File: config.mk
export PLATFORM = sky130hd
export DESIGN_NAME = coh_cache_ctrl
export DESIGN_NICKNAME = d
export VERILOG_FILES = /design/src/rtl/coh_pkg.sv /design/src/rtl/coh_datapath.sv /design/src/rtl/coh_control.sv /design/src/rtl/coh_cache_ctrl.sv
export SDC_FILE = /design/constraint.sdc
export NUM_CORES = 1
export LEC_CHECK = 0
export BUFFER_PORTS_ARGS = -buffer_cell sky130_fd_sc_hd__buf_2
export CAP_MARGIN = 20
export CORE_MARGIN = 3
export CORE_UTILIZATION = 35
export CTS_CLUSTER_SIZE = 20
export DETAILED_ROUTE_END_ITERATION = 7
export PLACE_DENSITY = 0.57
export SKIP_CTS_REPAIR_TIMING = 1
export SYNTH_ARGS = -nofsm -noshare
export SYNTH_HDL_FRONTEND = slang
export SYNTH_HIERARCHICAL = 1
export SYNTH_SLANG_ARGS = --single-unit
export TNS_END_PERCENT = 100
File: constraint.sdc
create_clock -name clk -period 5.1 [get_ports clk]
set_input_delay 1.275 -clock clk [delete_from_list [all_inputs] [get_ports clk]]
set_output_delay 1.275 -clock clk [all_outputs]
set_load 0.05 [all_outputs]
File: src/rtl/coh_pkg.sv
`timescale 1ns/100ps
package coh_pkg;
  typedef enum logic [1:0] {ST_INV = 2'd0, ST_SHR = 2'd1, ST_EXC = 2'd2} lineSt_e;
  typedef enum logic [1:0] {CMD_NONE = 2'd0, CMD_RDMISS = 2'd1, CMD_WRMISS = 2'd2, CMD_WBACK = 2'd3} busCmd_e;
  typedef enum logic [1:0] {CS_IDLE = 2'd0, CS_WBACK = 2'd1, CS_MISS = 2'd2} ctlSt_e;

  // strobes from control to datapath
  typedef struct packed {
    logic    fillEn;      // write tag+state (+data) at processor index
    lineSt_e fillSt;
    logic    fillFromCpu; // fill data from cpuWdata instead of busFill
    logic    hitWrEn;     // write hit: replace data only
    logic    snpUpdEn;    // snoop changes state at snoop index
    lineSt_e snpNewSt;
  } dpCtl_t;
endpackage

File: src/rtl/coh_datapath.sv
`timescale 1ns/100ps
module coh_datapath
  import coh_pkg::*;
#(
  parameter int ADDR_W = 8,
  parameter int DATA_W = 16,
  parameter int LINES  = 8
) (
  input  logic              clk,
  input  logic              rstN,
  input  dpCtl_t            ctl,
  input  logic [ADDR_W-1:0] cpuAddr,
  input  logic [DATA_W-1:0] cpuWdata,
  input  logic [DATA_W-1:0] busFill,
  input  logic [ADDR_W-1:0] snpAddr,
  output lineSt_e           cpuSt,
  output logic              cpuTagHit,
  output logic [DATA_W-1:0] cpuData,
  output logic [ADDR_W-1:0] victimAddr,
  output lineSt_e           snpSt,
  output logic              snpTagHit,
  output logic [DATA_W-1:0] snpData,
  output logic              idxClash
);
  localparam int IDX_W  = $clog2(LINES);
  localparam int TAG_W  = ADDR_W - IDX_W;
  localparam int COPIES = 2; // copy 0 serves the processor, copy 1 the snooper

  logic [IDX_W-1:0] cpuIdx, snpIdx;
  logic [TAG_W-1:0] cpuTag, snpTag;
  assign cpuIdx = cpuAddr[IDX_W-1:0];
  assign cpuTag = cpuAddr[ADDR_W-1:IDX_W];
  assign snpIdx = snpAddr[IDX_W-1:0];
  assign snpTag = snpAddr[ADDR_W-1:IDX_W];

  // identical tag/state copies, both written on every update
  for (genvar c = 0; c < COPIES; c++) begin : gCopy
    lineSt_e          stArr  [LINES];
    logic [TAG_W-1:0] tagArr [LINES];

    always_ff @(posedge clk or negedge rstN) begin
      if (!rstN) begin
        for (int i = 0; i < LINES; i++) stArr[i] <= ST_INV;
      end else begin
        if (ctl.snpUpdEn) stArr[snpIdx] <= ctl.snpNewSt;
        if (ctl.fillEn)   stArr[cpuIdx] <= ctl.fillSt;
      end
    end

    always_ff @(posedge clk) begin
      if (ctl.fillEn) tagArr[cpuIdx] <= cpuTag;
    end
  end

  logic [DATA_W-1:0] dataArr [LINES];
  always_ff @(posedge clk) begin
    if (ctl.fillEn)       dataArr[cpuIdx] <= ctl.fillFromCpu ? cpuWdata : busFill;
    else if (ctl.hitWrEn) dataArr[cpuIdx] <= cpuWdata;
  end

  assign cpuSt      = gCopy[0].stArr[cpuIdx];
  assign cpuTagHit  = (gCopy[0].tagArr[cpuIdx] == cpuTag);
  assign cpuData    = dataArr[cpuIdx];
  assign victimAddr = {gCopy[0].tagArr[cpuIdx], cpuIdx};
  assign snpSt      = gCopy[1].stArr[snpIdx];
  assign snpTagHit  = (gCopy[1].tagArr[snpIdx] == snpTag);
  assign snpData    = dataArr[snpIdx];
  assign idxClash   = (snpIdx == cpuIdx);
endmodule

File: src/rtl/coh_control.sv
`timescale 1ns/100ps
module coh_control
  import coh_pkg::*;
#(
  parameter int ID_W  = 2,
  parameter int MY_ID = 0
) (
  input  logic            clk,
  input  logic            rstN,
  input  logic            cpuValid,
  input  logic            cpuWrite,
  input  lineSt_e         cpuSt,
  input  logic            cpuTagHit,
  input  logic            busGnt,
  input  logic [1:0]      snpCmd,
  input  logic [ID_W-1:0] snpId,
  input  lineSt_e         snpSt,
  input  logic            snpTagHit,
  input  logic            idxClash,
  output dpCtl_t          ctl,
  output logic            cpuReady,
  output logic            busReq,
  output logic [1:0]      busCmd,
  output logic            selVictim,
  output logic            rdFromBus,
  output logic            snpAbort
);
  ctlSt_e state, nextState;

  logic snpIsMiss, snpHit, clash, cpuHit;
  assign snpIsMiss = (snpCmd == CMD_RDMISS) || (snpCmd == CMD_WRMISS);
  assign snpHit    = snpIsMiss && (snpId != ID_W'(MY_ID)) && (snpSt != ST_INV) && snpTagHit;
  assign snpAbort  = snpHit && (snpSt == ST_EXC);
  assign clash     = snpHit && idxClash;
  assign cpuHit    = cpuTagHit && (cpuWrite ? (cpuSt == ST_EXC) : (cpuSt != ST_INV));

  always_comb begin
    ctl          = '0;
    ctl.fillSt   = ST_INV;
    ctl.snpUpdEn = snpHit && ((snpCmd == CMD_WRMISS) || (snpSt == ST_EXC));
    ctl.snpNewSt = (snpCmd == CMD_WRMISS) ? ST_INV : ST_SHR;
    nextState    = state;
    cpuReady     = 1'b0;
    busReq       = 1'b0;
    busCmd       = CMD_NONE;
    selVictim    = 1'b0;
    rdFromBus    = 1'b0;
    unique case (state)
      CS_IDLE: begin
        if (cpuValid && !clash) begin
          if (cpuHit) begin
            cpuReady    = 1'b1;
            ctl.hitWrEn = cpuWrite;
          end else begin
            nextState = (cpuSt == ST_EXC) ? CS_WBACK : CS_MISS;
          end
        end
      end
      CS_WBACK: begin
        busReq    = 1'b1;
        busCmd    = CMD_WBACK;
        selVictim = 1'b1;
        if (clash) nextState = CS_IDLE;
        else if (busGnt) begin
          ctl.fillEn = 1'b1;
          ctl.fillSt = ST_INV;
          nextState  = CS_MISS;
        end
      end
      CS_MISS: begin
        busReq    = 1'b1;
        busCmd    = cpuWrite ? CMD_WRMISS : CMD_RDMISS;
        rdFromBus = 1'b1;
        if (clash) nextState = CS_IDLE;
        else if (busGnt) begin
          ctl.fillEn      = 1'b1;
          ctl.fillSt      = cpuWrite ? ST_EXC : ST_SHR;
          ctl.fillFromCpu = cpuWrite;
          cpuReady        = 1'b1;
          nextState       = CS_IDLE;
        end
      end
      default: nextState = CS_IDLE;
    endcase
  end

  always_ff @(posedge clk or negedge rstN) begin
    if (!rstN) state <= CS_IDLE;
    else       state <= nextState;
  end
endmodule

File: src/rtl/coh_cache_ctrl.sv
`timescale 1ns/100ps
module coh_cache_ctrl
  import coh_pkg::*;
#(
  parameter int ADDR_W = 8,
  parameter int DATA_W = 16,
  parameter int LINES  = 8,
  parameter int ID_W   = 2,
  parameter int MY_ID  = 0
) (
  input  logic              clk,
  input  logic              rstN,
  input  logic              cpuValid,
  input  logic              cpuWrite,
  input  logic [ADDR_W-1:0] cpuAddr,
  input  logic [DATA_W-1:0] cpuWdata,
  output logic              cpuReady,
  output logic [DATA_W-1:0] cpuRdata,
  output logic              busReq,
  input  logic              busGnt,
  output logic [1:0]        busCmd,
  output logic [ID_W-1:0]   busId,
  output logic [ADDR_W-1:0] busAddr,
  output logic [DATA_W-1:0] busData,
  input  logic [DATA_W-1:0] busFill,
  input  logic [1:0]        snpCmd,
  input  logic [ID_W-1:0]   snpId,
  input  logic [ADDR_W-1:0] snpAddr,
  output logic              snpAbort,
  output logic [DATA_W-1:0] snpData
);
  dpCtl_t            ctl;
  lineSt_e           cpuSt, snpSt;
  logic              cpuTagHit, snpTagHit, idxClash, selVictim, rdFromBus;
  logic [DATA_W-1:0] cpuData;
  logic [ADDR_W-1:0] victimAddr;

  coh_datapath #(.ADDR_W(ADDR_W), .DATA_W(DATA_W), .LINES(LINES)) uDp (
    .clk(clk), .rstN(rstN), .ctl(ctl), .cpuAddr(cpuAddr), .cpuWdata(cpuWdata),
    .busFill(busFill), .snpAddr(snpAddr), .cpuSt(cpuSt), .cpuTagHit(cpuTagHit),
    .cpuData(cpuData), .victimAddr(victimAddr), .snpSt(snpSt),
    .snpTagHit(snpTagHit), .snpData(snpData), .idxClash(idxClash)
  );

  coh_control #(.ID_W(ID_W), .MY_ID(MY_ID)) uCtl (
    .clk(clk), .rstN(rstN), .cpuValid(cpuValid), .cpuWrite(cpuWrite),
    .cpuSt(cpuSt), .cpuTagHit(cpuTagHit), .busGnt(busGnt), .snpCmd(snpCmd),
    .snpId(snpId), .snpSt(snpSt), .snpTagHit(snpTagHit), .idxClash(idxClash),
    .ctl(ctl), .cpuReady(cpuReady), .busReq(busReq), .busCmd(busCmd),
    .selVictim(selVictim), .rdFromBus(rdFromBus), .snpAbort(snpAbort)
  );

  assign busId    = ID_W'(MY_ID);
  assign busAddr  = selVictim ? victimAddr : cpuAddr;
  assign busData  = cpuData;
  assign cpuRdata = rdFromBus ? busFill : cpuData;
endmodule

# Word level (Yosys, flattened, before mapping)
# Memories as Yosys holds them, arrays and structs flattened.
# Index checks and enable logic that the tools add are counted.
[totals]
register_bits = 34
latchBits = 0
ram_bits = 208
mem_bits_ro = 0
output_inout_bits = 63
n_memories = 3
[classes]
add_sub_neg = 0
n_mul = 0
div_mod_pow = 0
magnitude_cmp = 4
eq_ne = 13
n_shift = 0
n_mux = 56
bitwise = 3
n_reduce_logical = 19
[memory_table]
columns = ["name", "words", "word_bits", "read_ports", "rd_clocked_by_memory_dff", "write_ports", "line", "rtl"]
rows = [
  ["uDp.dataArr", 8, 16, 2, 0, 1, "coh_datapath.sv:55", "logic [DATA_W-1:0] dataArr [LINES];"],
  ["uDp.gCopy[0].tagArr", 8, 5, 1, 0, 1, "coh_datapath.sv:39", "logic [TAG_W-1:0] tagArr [LINES];"],
  ["uDp.gCopy[1].tagArr", 8, 5, 1, 0, 1, "coh_datapath.sv:39", ""],
]
[op_table]
columns = ["operator", "count"]
rows = [
  ["two-way mux 16 bit", 7],
  ["bitwise mux 16 bit", 4],
  ["two-way mux 2 bit", 14],
  ["two-way mux 1 bit", 18],
  ["binary-select mux 2 bit (select 3 bit)", 2],
  ["demux 2 bit (select 3 bit)", 2],
  ["== test 5 bit", 2],
  ["logical AND 1 bit", 10],
  ["== test 2 bit, second input constant", 4],
  [">= comparator 4 bit, second input constant", 2],
  ["less-than comparator 4 x 1 -> 1 bit, second input constant", 2],
  ["two-way mux 4 bit", 2],
  ["two-way mux 8 bit", 1],
  ["inverter 3 -> 4 bit", 2],
  ["two-way mux 3 bit", 2],
  ["inequality test 3 x 2 -> 1 bit, second input constant", 2],
  ["case mux 2 bit (3 select lines)", 1],
  ["case mux 3 bit (2 select lines)", 1],
  ["nonzero test 2 bit", 3],
  ["== test 2 x 1 -> 1 bit, second input constant", 2],
  ["case mux 2 bit (2 select lines)", 1],
  ["AND reduction 4 bit", 1],
  ["== test 3 bit", 1],
  ["zero test 2 bit", 1],
  ["other kinds (7)", 8],
]

# Longest topological paths before layout
# Gate-level depths: netlist of the first run.
[logic_depth]
word_depth = 16
depth_mapped = 17
depth_no_buf = 15

# Modules after synthesis
# The synthesis of the first run kept the hierarchy.
[modules_own_cells]
columns = ["mod", "instances", "cells_each", "area_per_inst_um2", "seq_area_each_um2"]
rows = [
  ["coh_datapath", 1, 667, 9836.9, 5845.6],
  ["coh_control", 1, 49, 386.6, 50.0],
  ["coh_cache_ctrl", 1, 30, 362.8, 0.0],
]

# Least setup slack after synthesis of the first run
# OpenSTA, ideal clock, no wires.
[synth_timing]
path_type = "input-to-output"
from = "input cpuAddr[2]"
to = "output cpuRdata[14]"
t_arrival_ns = 3.924
t_required_ns = 3.825
setup_slack_ns = -0.099
path_stages = 8
path_buffers = 5
path_cell_list = "buf_2 buf_4 buf_2 buf_2 buf_2 a221oi_1 o21ai_0 mux2_4"
[synth_via]
elab_chain_cells = 2
[synth_rtl]
columns = ["element", "line", "rtl"]
rows = [
  ["start: declaration", "coh_cache_ctrl.sv:15", "input logic [ADDR_W-1:0] cpuAddr,"],
  ["memory read (8 x 16 bit)", "n/a", ""],
  ["via busData[14]", "coh_cache_ctrl.sv:24", "output logic [DATA_W-1:0] busData,"],
  ["two-way mux 16 bit", "coh_cache_ctrl.sv:56", "assign cpuRdata = rdFromBus ? busFill : cpuData;"],
  ["end: declaration", "coh_cache_ctrl.sv:18", "output logic [DATA_W-1:0] cpuRdata,"],
]
# The timed path passes the listed nets, and every way through them passes these cells.

# Worst setup path after layout of the first run
[layout_timing]
from = "input cpuAddr[0]"
to = "output cpuReady"
[layout_via]
elab_cells_between_ends = 18
classes_between = "eq/ne (3); mux (8); bitwise (1); reduce/logical (5); memory (1)"
[layout_lines]
columns = ["element", "line", "rtl"]
rows = [
  ["memory read (8 x 5 bit)", "n/a", ""],
  ["== test 5 bit", "coh_datapath.sv:62", "assign cpuTagHit = (gCopy[0].tagArr[cpuIdx] == cpuTag);"],
  ["via cpuTagHit", "coh_cache_ctrl.sv:34", "logic cpuTagHit, snpTagHit, idxClash, selVictim, rdFromBus;"],
  ["logical AND 1 bit", "coh_control.sv:35", "assign cpuHit = cpuTagHit && (cpuWrite ? (cpuSt == ST_EXC) : (cpuSt != ST_INV));"],
  ["two-way mux 1 bit", "coh_control.sv:51", "if (cpuHit) begin"],
  ["two-way mux 1 bit", "coh_control.sv:50", "if (cpuValid && !clash) begin"],
  ["case mux 1 bit (2 select lines)", "coh_control.sv:48", "unique case (state)"],
  ["end: declaration", "coh_cache_ctrl.sv:17", "output logic cpuReady,"],
]
# The timed path passes the listed nets, and every way through them passes these cells. The select of a mux whose other input is x is not followed.

==> results.md, run 1 <==
* Cell Count, Final, Fillers Out at 1300
* Synthesized area per cell at about 14 um2
* Sequential cell area fraction in the yosys report at 0.557
* Crit path DAT at 3.70 ns
* Via count at about 7000
* # IOs at 120
* Async set-reset flop share out of synthesis at 0.168
* Outcome: complete, no violations
* Post-synth top cells: edfxtp_1 (168), mux2_2 (69), a21oi_1 (66)
* Total CTS buffers at 24
* Worst-margin pin slew at slightly below 0.8 ns
* All-Layer GR Usage at 0.174
* Unrepaired setup endpoints after global routing: yes
* Yosys warning total at 6
* Peak supply drop at ~0.00026 V
* DRC Markers at 0
* CTS Sinks at 202
* Final Total Pwr at a little over 5 mW
* HPWL after DPL at about 20 mm
* Main synth FF type: edfxtp_1
* WL/cell at around 22 um
* CTS tree: built
* Fmax at approximately 0.20 GHz
* Share of cells above drive strength 1 at 0.398
* Placed Instances at 1257
* Final core occ at 0.427
* Final setup viols at 0
* Cell variety after synth at 59
* Max-Cap Viols at 0
* Core area at approximately 30000 um2
* Post-synth top area cell: edfxtp_1
* Initial drt markers at approximately 460
* First-pass GRT wire length at between 40 and 50 mm
* Crit-path leading delay family: simple AND/OR/NAND/NOR gates
* Tcrit/Tclk final at 0.975
* Area contributors post-synth: edfxtp_1 (48%), mux4_2 (11%), dfrtp_1 (8.0%)
* Area after DPL at 11900 um2
* Slew Limit Fails at 0
* Fin crit period at 4.97 ns
* Clock buffer depth at 3
* Vias in the first global route at approximately 7300
* R2R cell count at 12
* IO buf count at roughly 120
* Synth Cell Area at between 10000 and 15000 um2
* WHS at roughly 0.52 ns
* Critical-path cell list: buf_4 -> buf_4 -> or3b_2 -> a21oi_2 -> o31a_1 -> o21ai_1 -> nor4_2 -> o2111ai_2 -> or2_4 -> a21oi_2 -> buf_6
* Antenna violations before repair at 0
* Die area at 32400 um2
* Drt pass-1 iters at 4
* Yosys reg bits at ~200
* Clk Latency, worst-skew pair at between 0.5 and 0.6 ns
* Hold path depth at 2
* Crit path max fanout at 10
* Horiz. Die Dim at 180 um
* DIE HEIGHT at about 180 um
* Row cnt at 63
* Total Neg Setup Slack at 0 ns
* Total gr overflow at 0
* Synth top area share at 0.477
* WS Path Type: input port to primary output
* Fin area at between 10000 and 15000 um2
* Placer Congestion at between 0.8 and 0.9
* Routed vias/inst at 5.38
* PD cells at a little over 400 nW/um2
* WL final at 28.7 mm
* Final worst setup slack at about 0.13 ns
* Post-synth EDFFs at 168
* Max-slew headroom at 0.482
* Root Buffer: clkbuf_16
* ANT cells at 0
* Worst Skew at 0.0104 ns
* Largest net degree at the start of global routing at 46
* Mapped Cells at ~750
* Leakage at between 4 and 5 nW
* H-tree depth at 1
* CP Launch Type: input port
* Post-Place Setup Slack at -0.0252 ns
* Max stage delay cell, worst path: or3b_2
* Number of routed nets with antenna violations at 0
* Final hold vios at 0
* CP Capture Type: primary output
* Critical Path Max Stage Delay at 0.46 ns
* Most common cell in the synthesized netlist: edfxtp_1
* Initial Utilization at 0.356
* Worst path bufs/invs at 3
* Clock transition at the registers of the reported paths at approximately 0.050 ns
* Critical Path RT at 3.83 ns
* Area delta synth->final at 20.0%
* Nets at ~950
* Hold Crit Class: flip-flop to flip-flop
* Critical path depth at 11
## area by class of cell
type	instances	area, um2
well taps	390	488
repair buffers	168	1170
inverters	18	67.6
flip-flops and latches	202	5900
clock buffers	30	623
clock inverters	13	98.8
multi-input cells	479	4360
fillers	2696	17000
## per-layer routing
layer	GRT usage	up-vias	routed length (um)
met3	0.0255	40	1610
met1	0.242	3526	12700
met2	0.290	232	13800
met5	0	-	0
li1	-	3196	-
met4	0.0427	0	655
## final timing paths
kind,start,to,slack [ns]
setup / recovery,cpuAddr[0],cpuReady,0.13
hold / removal,uDp/gCopy[1].stArr[12],uDp/gCopy[1].stArr[12],0.52
setup reg to reg,uDp/gCopy[0].tagArr[2][2],uDp/dataArr[1][14],1.25
hold reg to reg,uDp/gCopy[1].stArr[12],uDp/gCopy[1].stArr[12],0.52
max in group asynchronous,rstN,uDp/gCopy[0].stArr[4],3.76
min in group asynchronous,rstN,uDp/gCopy[0].stArr[15],0.85
## state kept, by name (all words and copies together) (netlist names)
name              count
uDp/dataArr         128
uDp/gCopy.tagArr     40
uDp/gCopy.stArr      32
uCtl/state            2
## worst reg2reg max path, delay by kind of cell, from the launching register on
kind,cells,cell delay (ns)
flops,1,0.39
simple gates,4,1.33
buf+inv,2,0.41
compound gates,3,0.49
mux,2,0.76
xor+xnor,1,0.16
## kinds of logic after synthesis
group	synth area share
flip-flops	0.557
multiplexers	0.245
AND/OR/NAND/NOR	0.0709
AO/OA/AOI/OAI	0.0759
buffers and inverters	0.0350
XOR/XNOR	0.0106
adder cells (fa/ha/maj)	0.00473
other	0.000709
## cell usage in the layout (no fill, tap or decap), types with 5 or more instances in the layout
| cell | Yosys | final |
|---|---|---|
| nor2b_1 | 10 | 10 |
| xor2_1 | 9 | 9 |
| mux2i_1 | 34 | 34 |
| edfxtp_1 | 168 | 168 |
| mux2_4 | 13 | 13 |
| a221oi_1 | 11 | 11 |
| clkinv_1 | 1 | 5 |
| a22oi_1 | 6 | 6 |
| nand2b_1 | 7 | 7 |
| nor2_1 | 53 | 46 |
| clkbuf_1 | 9 | 6 |
| dfrtp_1 | 34 | 34 |
| mux2_2 | 69 | 69 |
| a221o_1 | 5 | 5 |
| clkbuf_16 | 0 | 24 |
| mux4_2 | 53 | 54 |
| buf_2 | 19 | 112 |
| nand2_1 | 56 | 56 |
| nand3_1 | 12 | 12 |
| nor2_2 | 1 | 8 |
| o21ai_0 | 9 | 8 |
| buf_4 | 10 | 37 |
| clkinv_2 | 0 | 6 |
| o22ai_1 | 7 | 7 |
| inv_1 | 17 | 17 |
| buf_12 | 1 | 14 |
| a21oi_1 | 66 | 63 |
## power breakdown
| part | internal (mW) | switching, mW | total [mW] |
|---|---|---|---|
| Combinational | 0.562 | 0.955 | 1.52 |
| Clock | 0.915 | 0.660 | 1.58 |
| Sequential | 2.00 | 0.0983 | 2.10 |
| Total | 3.48 | 1.71 | 5.19 |
No activity file was read; power rests on OpenSTA's default activity.
==> inputs of run 2 (changes only) <==
- CAP_MARGIN: 20 -> default
- CTS_BUF_LIST: default -> sky130_fd_sc_hd__clkbuf_2 sky130_fd_sc_hd__clkbuf_4 sky130_fd_sc_hd__clkbuf_8
==> results.md, run 2 (same netlist as run 1, synthesis figures left out) <==
* Outcome: complete, no violations
* IO buf count at between 100 and 150
* Area after DPL at between 10000 and 15000 um2
* Share of cells above drive strength 1 at 0.419
* Max-Cap Viols at 0
* Internal at ~3.4 mW
* Final Total Pwr at 5.16 mW
* Total CTS buffers at 37
* Crit path max fanout at 8
* Leakage at 4.81 nW
* Via count at between 7000 and 8000
* Worst-margin pin slew at ~0.79 ns
* Clock power share at 0.298
* Top reg by flops: uDp/dataArr
* Final setup viols at 0
* WS Path Type: input port to primary output
* Max reg flops at approximately 130
* Combinational Power Share at 0.295
* ANT cells at 0
* Largest regs: uDp/dataArr: 128 flops, uDp/gCopy.tagArr: 40 flops, uDp/gCopy.stArr: 32 flops
* Largest net degree at the start of global routing at 46
* Initial Utilization at 0.356
* Fin area at approximately 13000 um2
* Antenna violations before repair at 0
* WL final at between 20 and 30 mm
* Critical Path Max Stage Delay at about 0.50 ns
* CTS tree: built
* Most frequent cells in the layout: edfxtp_1 (168), buf_2 (112), mux2_2 (69), a21oi_1 (63), nand2_1 (56)
* Flop pwr share at 0.408
* HPWL after DPL at roughly 20 mm
* Worst path bufs/invs at 2
* Nets at around 970
* Die area at roughly 32000 um2
* Slew Limit Fails at 0
* DIE HEIGHT at 180 um
* Row cnt at 63
* Worst Min Path Start: uDp/gCopy[1].stArr[12]
* Root Buffer: clkbuf_8
* Net Sw Frac at 0.334
* CP Capture Type: primary output
* Horiz. Die Dim at 180 um
* WL/cell at ~22 um
* Clock transition at the registers of the reported paths at about 0.050 ns
* Drt pass-1 iters at 5
* Hold Crit Class: flip-flop to flip-flop
* Max-slew headroom at 0.476
* Clock buffer depth at 3
* RR Startpoint: uDp/gCopy[0].tagArr[7][2]
* WHS at between 0.5 and 0.6 ns
* Switch Pwr at around 1.7 mW
* Vias in the first global route at about 7500
* Critical Path RT at 3.83 ns
* Total gr overflow at 0
* # IOs at 120
* Fin crit period at 4.93 ns
* All-Layer GR Usage at 0.177
* Placed Instances at 1257
* Area delta synth->final at 20.2%
* Core area at roughly 30000 um2
* Tcrit/Tclk final at 0.967
* Max stage delay cell, worst path: mux4_2
* H-tree depth at 2
* PD cells at 405 nW/um2
* Initial drt markers at around 480
* Most common cell after layout, fill and taps aside: edfxtp_1
* Worst Skew at 0.0341 ns
* Placer Congestion at approximately 0.84
* DRC Markers at 0
* Clk Latency, worst-skew pair at around 0.54 ns
* Peak supply drop at about 0.00026 V
* CP Launch Type: input port
* CTS Sinks at a little over 200
* Routed vias/inst at 5.38
* Final hold vios at 0
* Cell Count, Final, Fillers Out at 1321
* Unrepaired setup endpoints after global routing: no
* Fmax at 0.203 GHz
* Number of routed nets with antenna violations at 0
* Crit-path leading delay family: multiplexers
* Crit path DAT at roughly 3.7 ns
* Critical-path cell list: buf_4 -> mux4_2 -> mux2_4 -> xnor2_2 -> o21ai_1 -> nor4_2 -> o2111ai_2 -> or2_4 -> a21oi_2 -> buf_6
* Worst Setup SP: cpuAddr[0]
* First-pass GRT wire length at between 40 and 50 mm
-- run 2: cell types whose count changed in the layout (fill, tap and decap cells not counted), moves of 6 or more --
cell | previous run | this run
clkbuf_16 | 24 | 0
clkbuf_4 | 2 | 19
clkbuf_1 | 6 | 0
clkbuf_8 | 0 | 41
clkinv_2 | 6 | 0
-- run 2: final cells by class --
class,instances,area (um2)
fillers,2707,17000
repair buffers,168,1170
clock buffers,58,692
well taps,390,488
multi-input cells,479,4360
inverters,18,67.6
flip-flops and latches,202,5900
clock inverters,6,47.5
-- run 2: worst min-delay path, cell delays in order, from the launching register on --
cell,delay (ns)
dfrtp_1,0.37
nand2_1,0.06
a21oi_1,0.05
-- run 2: through the flow --
step                       TNS, ns  setup WS (ns)   util
after global routing             0         0.0170  0.428
final                            0          0.170  0.428
after detailed placement   -0.0252        -0.0252  0.402
after CTS                  -0.0689        -0.0438  0.427
after global placement    -0.00967       -0.00967  0.402
after floorplan                  0         0.0301      -
-- run 2: path summary, 6_finish.rpt --
| path | endpoint | cells past startpoint | slack [ns] |
|---|---|---|---|
| setup / recovery | cpuReady | 10 | 0.17 |
| hold / removal | uDp/gCopy[1].stArr[12] | 2 | 0.52 |
| setup reg to reg | uDp/dataArr[1][6] | 12 | 1.25 |
| hold reg to reg | uDp/gCopy[1].stArr[12] | 2 | 0.52 |
| max in group asynchronous | uDp/gCopy[0].stArr[1] | 1 | 3.76 |
| min in group asynchronous | uDp/gCopy[0].stArr[15] | 1 | 0.83 |
-- run 2: power groups by stage --
| stage | sequential, mW | combinational (mW) | clock [mW] |
|---|---|---|---|
| 6_report | 2.10 | 1.52 | 1.54 |
| 3_5_place_dp | 2.13 | 1.52 | 0 |
| 2_1_floorplan | 2.09 | 1.15 | 0 |
| 4_1_cts | 2.10 | 1.52 | 1.58 |
| 3_3_place_gp | 2.13 | 1.51 | 0 |
| 5_1_grt | 2.12 | 1.63 | 1.66 |
-- run 2: layer usage --
| metal | GRT usage | part of all wire |
|---|---|---|
| met1 | 0.239 | 0.44 |
| met2 | 0.291 | 0.48 |
| met3 | 0.0338 | 0.055 |
| met4 | 0.0511 | 0.022 |
| met5 | 0 | 0 |
==> inputs of run 3 (changes only) <==
- PLACE_DENSITY: 0.57 -> default
- PLACE_DENSITY_LB_ADDON: default -> 0.2
==> results.md, run 3 (same netlist as run 1, synthesis figures left out) <==
* Die area at around 32000 um2
* Worst Skew at about 0.020 ns
* Max-Cap Viols at 0
* Total Neg Setup Slack at 0 ns
* Root Buffer: clkbuf_8
* Post-Place Setup Slack at approximately 0.074 ns
* Fin crit period at a little under 5 ns
* Worst-margin pin slew at 0.809 ns
* Initial drt markers at approximately 500
* Antenna violations before repair at 0
* Total CTS buffers at 37
* Flop2flop setup slack at between 1 and 1.5 ns
* Crit path max fanout at 7
* Row cnt at 63
* Clock power share at 0.290
* Hold Crit Class: flip-flop to flip-flop
* CP Launch Type: input port
* Tcrit/Tclk final at 0.964
* All-Layer GR Usage at 0.183
* Core area at between 20000 and 30000 um2
* CP Capture Type: primary output
* Worst Hold Path EP: uDp/gCopy[1].stArr[13]
* ANT cells at 0
* Fmax at a little over 0.2 GHz
* Final worst setup slack at around 0.19 ns
* Nets at 976
* Unrepaired setup endpoints after global routing: no
* IO buf count at around 120
* Internal at between 3 and 4 mW
* Largest net degree at the start of global routing at 40
* Max stage delay cell, worst path: mux4_1
* Crit-path leading delay family: multiplexers
* # IOs at 120
* Worst path bufs/invs at 2
* Max reg flops at between 100 and 150
* Initial Utilization at 0.356
* Number of routed nets with antenna violations at 0
* Crit path DAT at ~3.6 ns
* Vias in the first global route at ~7500
* Clock transition at the registers of the reported paths at around 0.05 ns
* Horiz. Die Dim at 180 um
* Max-slew headroom at 0.461
* Critical Path RT at ~3.8 ns
* Routed vias/inst at roughly 5.4
* Hold path depth at 2
* Slew Limit Fails at 0
* Largest regs: uDp/dataArr: 128 flops, uDp/gCopy.tagArr: 40 flops, uDp/gCopy.stArr: 32 flops
* CTS tree: built
* Via count at slightly above 7000
* WL final at about 30 mm
* Final hold vios at 0
* Clk Latency, worst-skew pair at between 0.5 and 0.6 ns
* Peak supply drop at 0.000274 V
* RR Startpoint: uDp/gCopy[0].tagArr[7][2]
* First-pass GRT wire length at around 46 mm
* DRC Markers at 0
* Net Sw Frac at 0.336
* Leakage at slightly below 5 nW
* Final setup viols at 0
* R2R cell count at 13
* Combinational Power Share at 0.299
* Final core occ at 0.428
* Total gr overflow at 0
* Top reg by flops: uDp/dataArr
* CTS Sinks at ~200
* Placed Instances at around 1300
* Area delta synth->final at 20.1%
* Cell Count, Final, Fillers Out at between 1000 and 1500
* H-tree depth at 2
* Most frequent cells in the layout: edfxtp_1 (168), buf_2 (115), mux2_2 (69), a21oi_1 (64), nand2_1 (56)
* Flop pwr share at 0.411
* Placer Congestion at 0.820
* Critical Path Max Stage Delay at between 0.5 and 0.6 ns
* Share of cells above drive strength 1 at 0.421
* Clock buffer depth at 3
* Drt pass-1 iters at 5
* HPWL after DPL at ~20 mm
* WS Path Type: input port to primary output
* Switch Pwr at between 1.5 and 2 mW
* Most common cell after layout, fill and taps aside: edfxtp_1
* WL/cell at between 20 and 25 um
* Outcome: complete, no violations
* Worst Min Path Start: uDp/gCopy[1].stArr[13]
* Critical-path cell list: buf_2 -> mux4_1 -> mux2_2 -> xor2_1 -> nor4_2 -> o2111ai_1 -> or2_2 -> a21oi_1 -> buf_4
* PD cells at 403 nW/um2
* Worst r2r dst: uDp/dataArr[7][4]
* DIE HEIGHT at about 180 um
==> run 3: tightest hold or removal path, stage by stage, from the launching register on <==
cell and delay (ns):
dfrtp_1 0.38, nand2_1 0.06, a21oi_1 0.05
==> run 3: cell type report <==
type | instances | area [um2]
inverters | 18 | 67.6
multi-input cells | 479 | 4360
well taps | 390 | 488
fillers | 2771 | 17000
repair buffers | 177 | 1210
flip-flops and latches | 202 | 5900
clock inverters | 4 | 20.0
clock buffers | 56 | 677
==> run 3: metal layers <==
layer  share of wire  track usage  wire (um)
met2            0.49        0.305      14800
met4           0.015       0.0439        454
met3           0.056       0.0297       1710
met5               0            0          0
met1            0.44        0.253      13400
==> run 3: power by group through the flow <==
stage	sequential, mW	combinational, mW	clock [mW]
5_1_grt	2.12	1.63	1.60
3_3_place_gp	2.14	1.53	0
3_5_place_dp	2.14	1.53	0
2_1_floorplan	2.09	1.15	0
6_report	2.11	1.53	1.49
4_1_cts	2.11	1.54	1.53
==> run 3: stage by stage <==
| stage | cell area (um2) | total power, mW | hold WS, ns |
|---|---|---|---|
| 2_1_floorplan | 10600 | 3.24 | 0.497 |
| 3_3_place_gp | 12000 | 3.66 | 0.514 |
| 3_5_place_dp | 12000 | 3.67 | 0.518 |
| 4_1_cts | 12700 | 5.17 | 0.526 |
| 5_1_grt | 12700 | 5.36 | 0.549 |
| 6_report | 12700 | 5.13 | 0.531 |
==> run 3: worst max-delay path by stage <==
stage	startpoint	endpoint	slack, ns	depth (start not counted)
floorplan	cpuAddr[0]	cpuReady	0.03	9
global placement	cpuAddr[0]	cpuReady	0.05	13
detailed placement	cpuAddr[0]	cpuReady	0.07	13
CTS	cpuAddr[0]	cpuReady	0.07	13
global route	cpuAddr[0]	cpuReady	0.01	9
finish	cpuAddr[0]	cpuReady	0.19	9
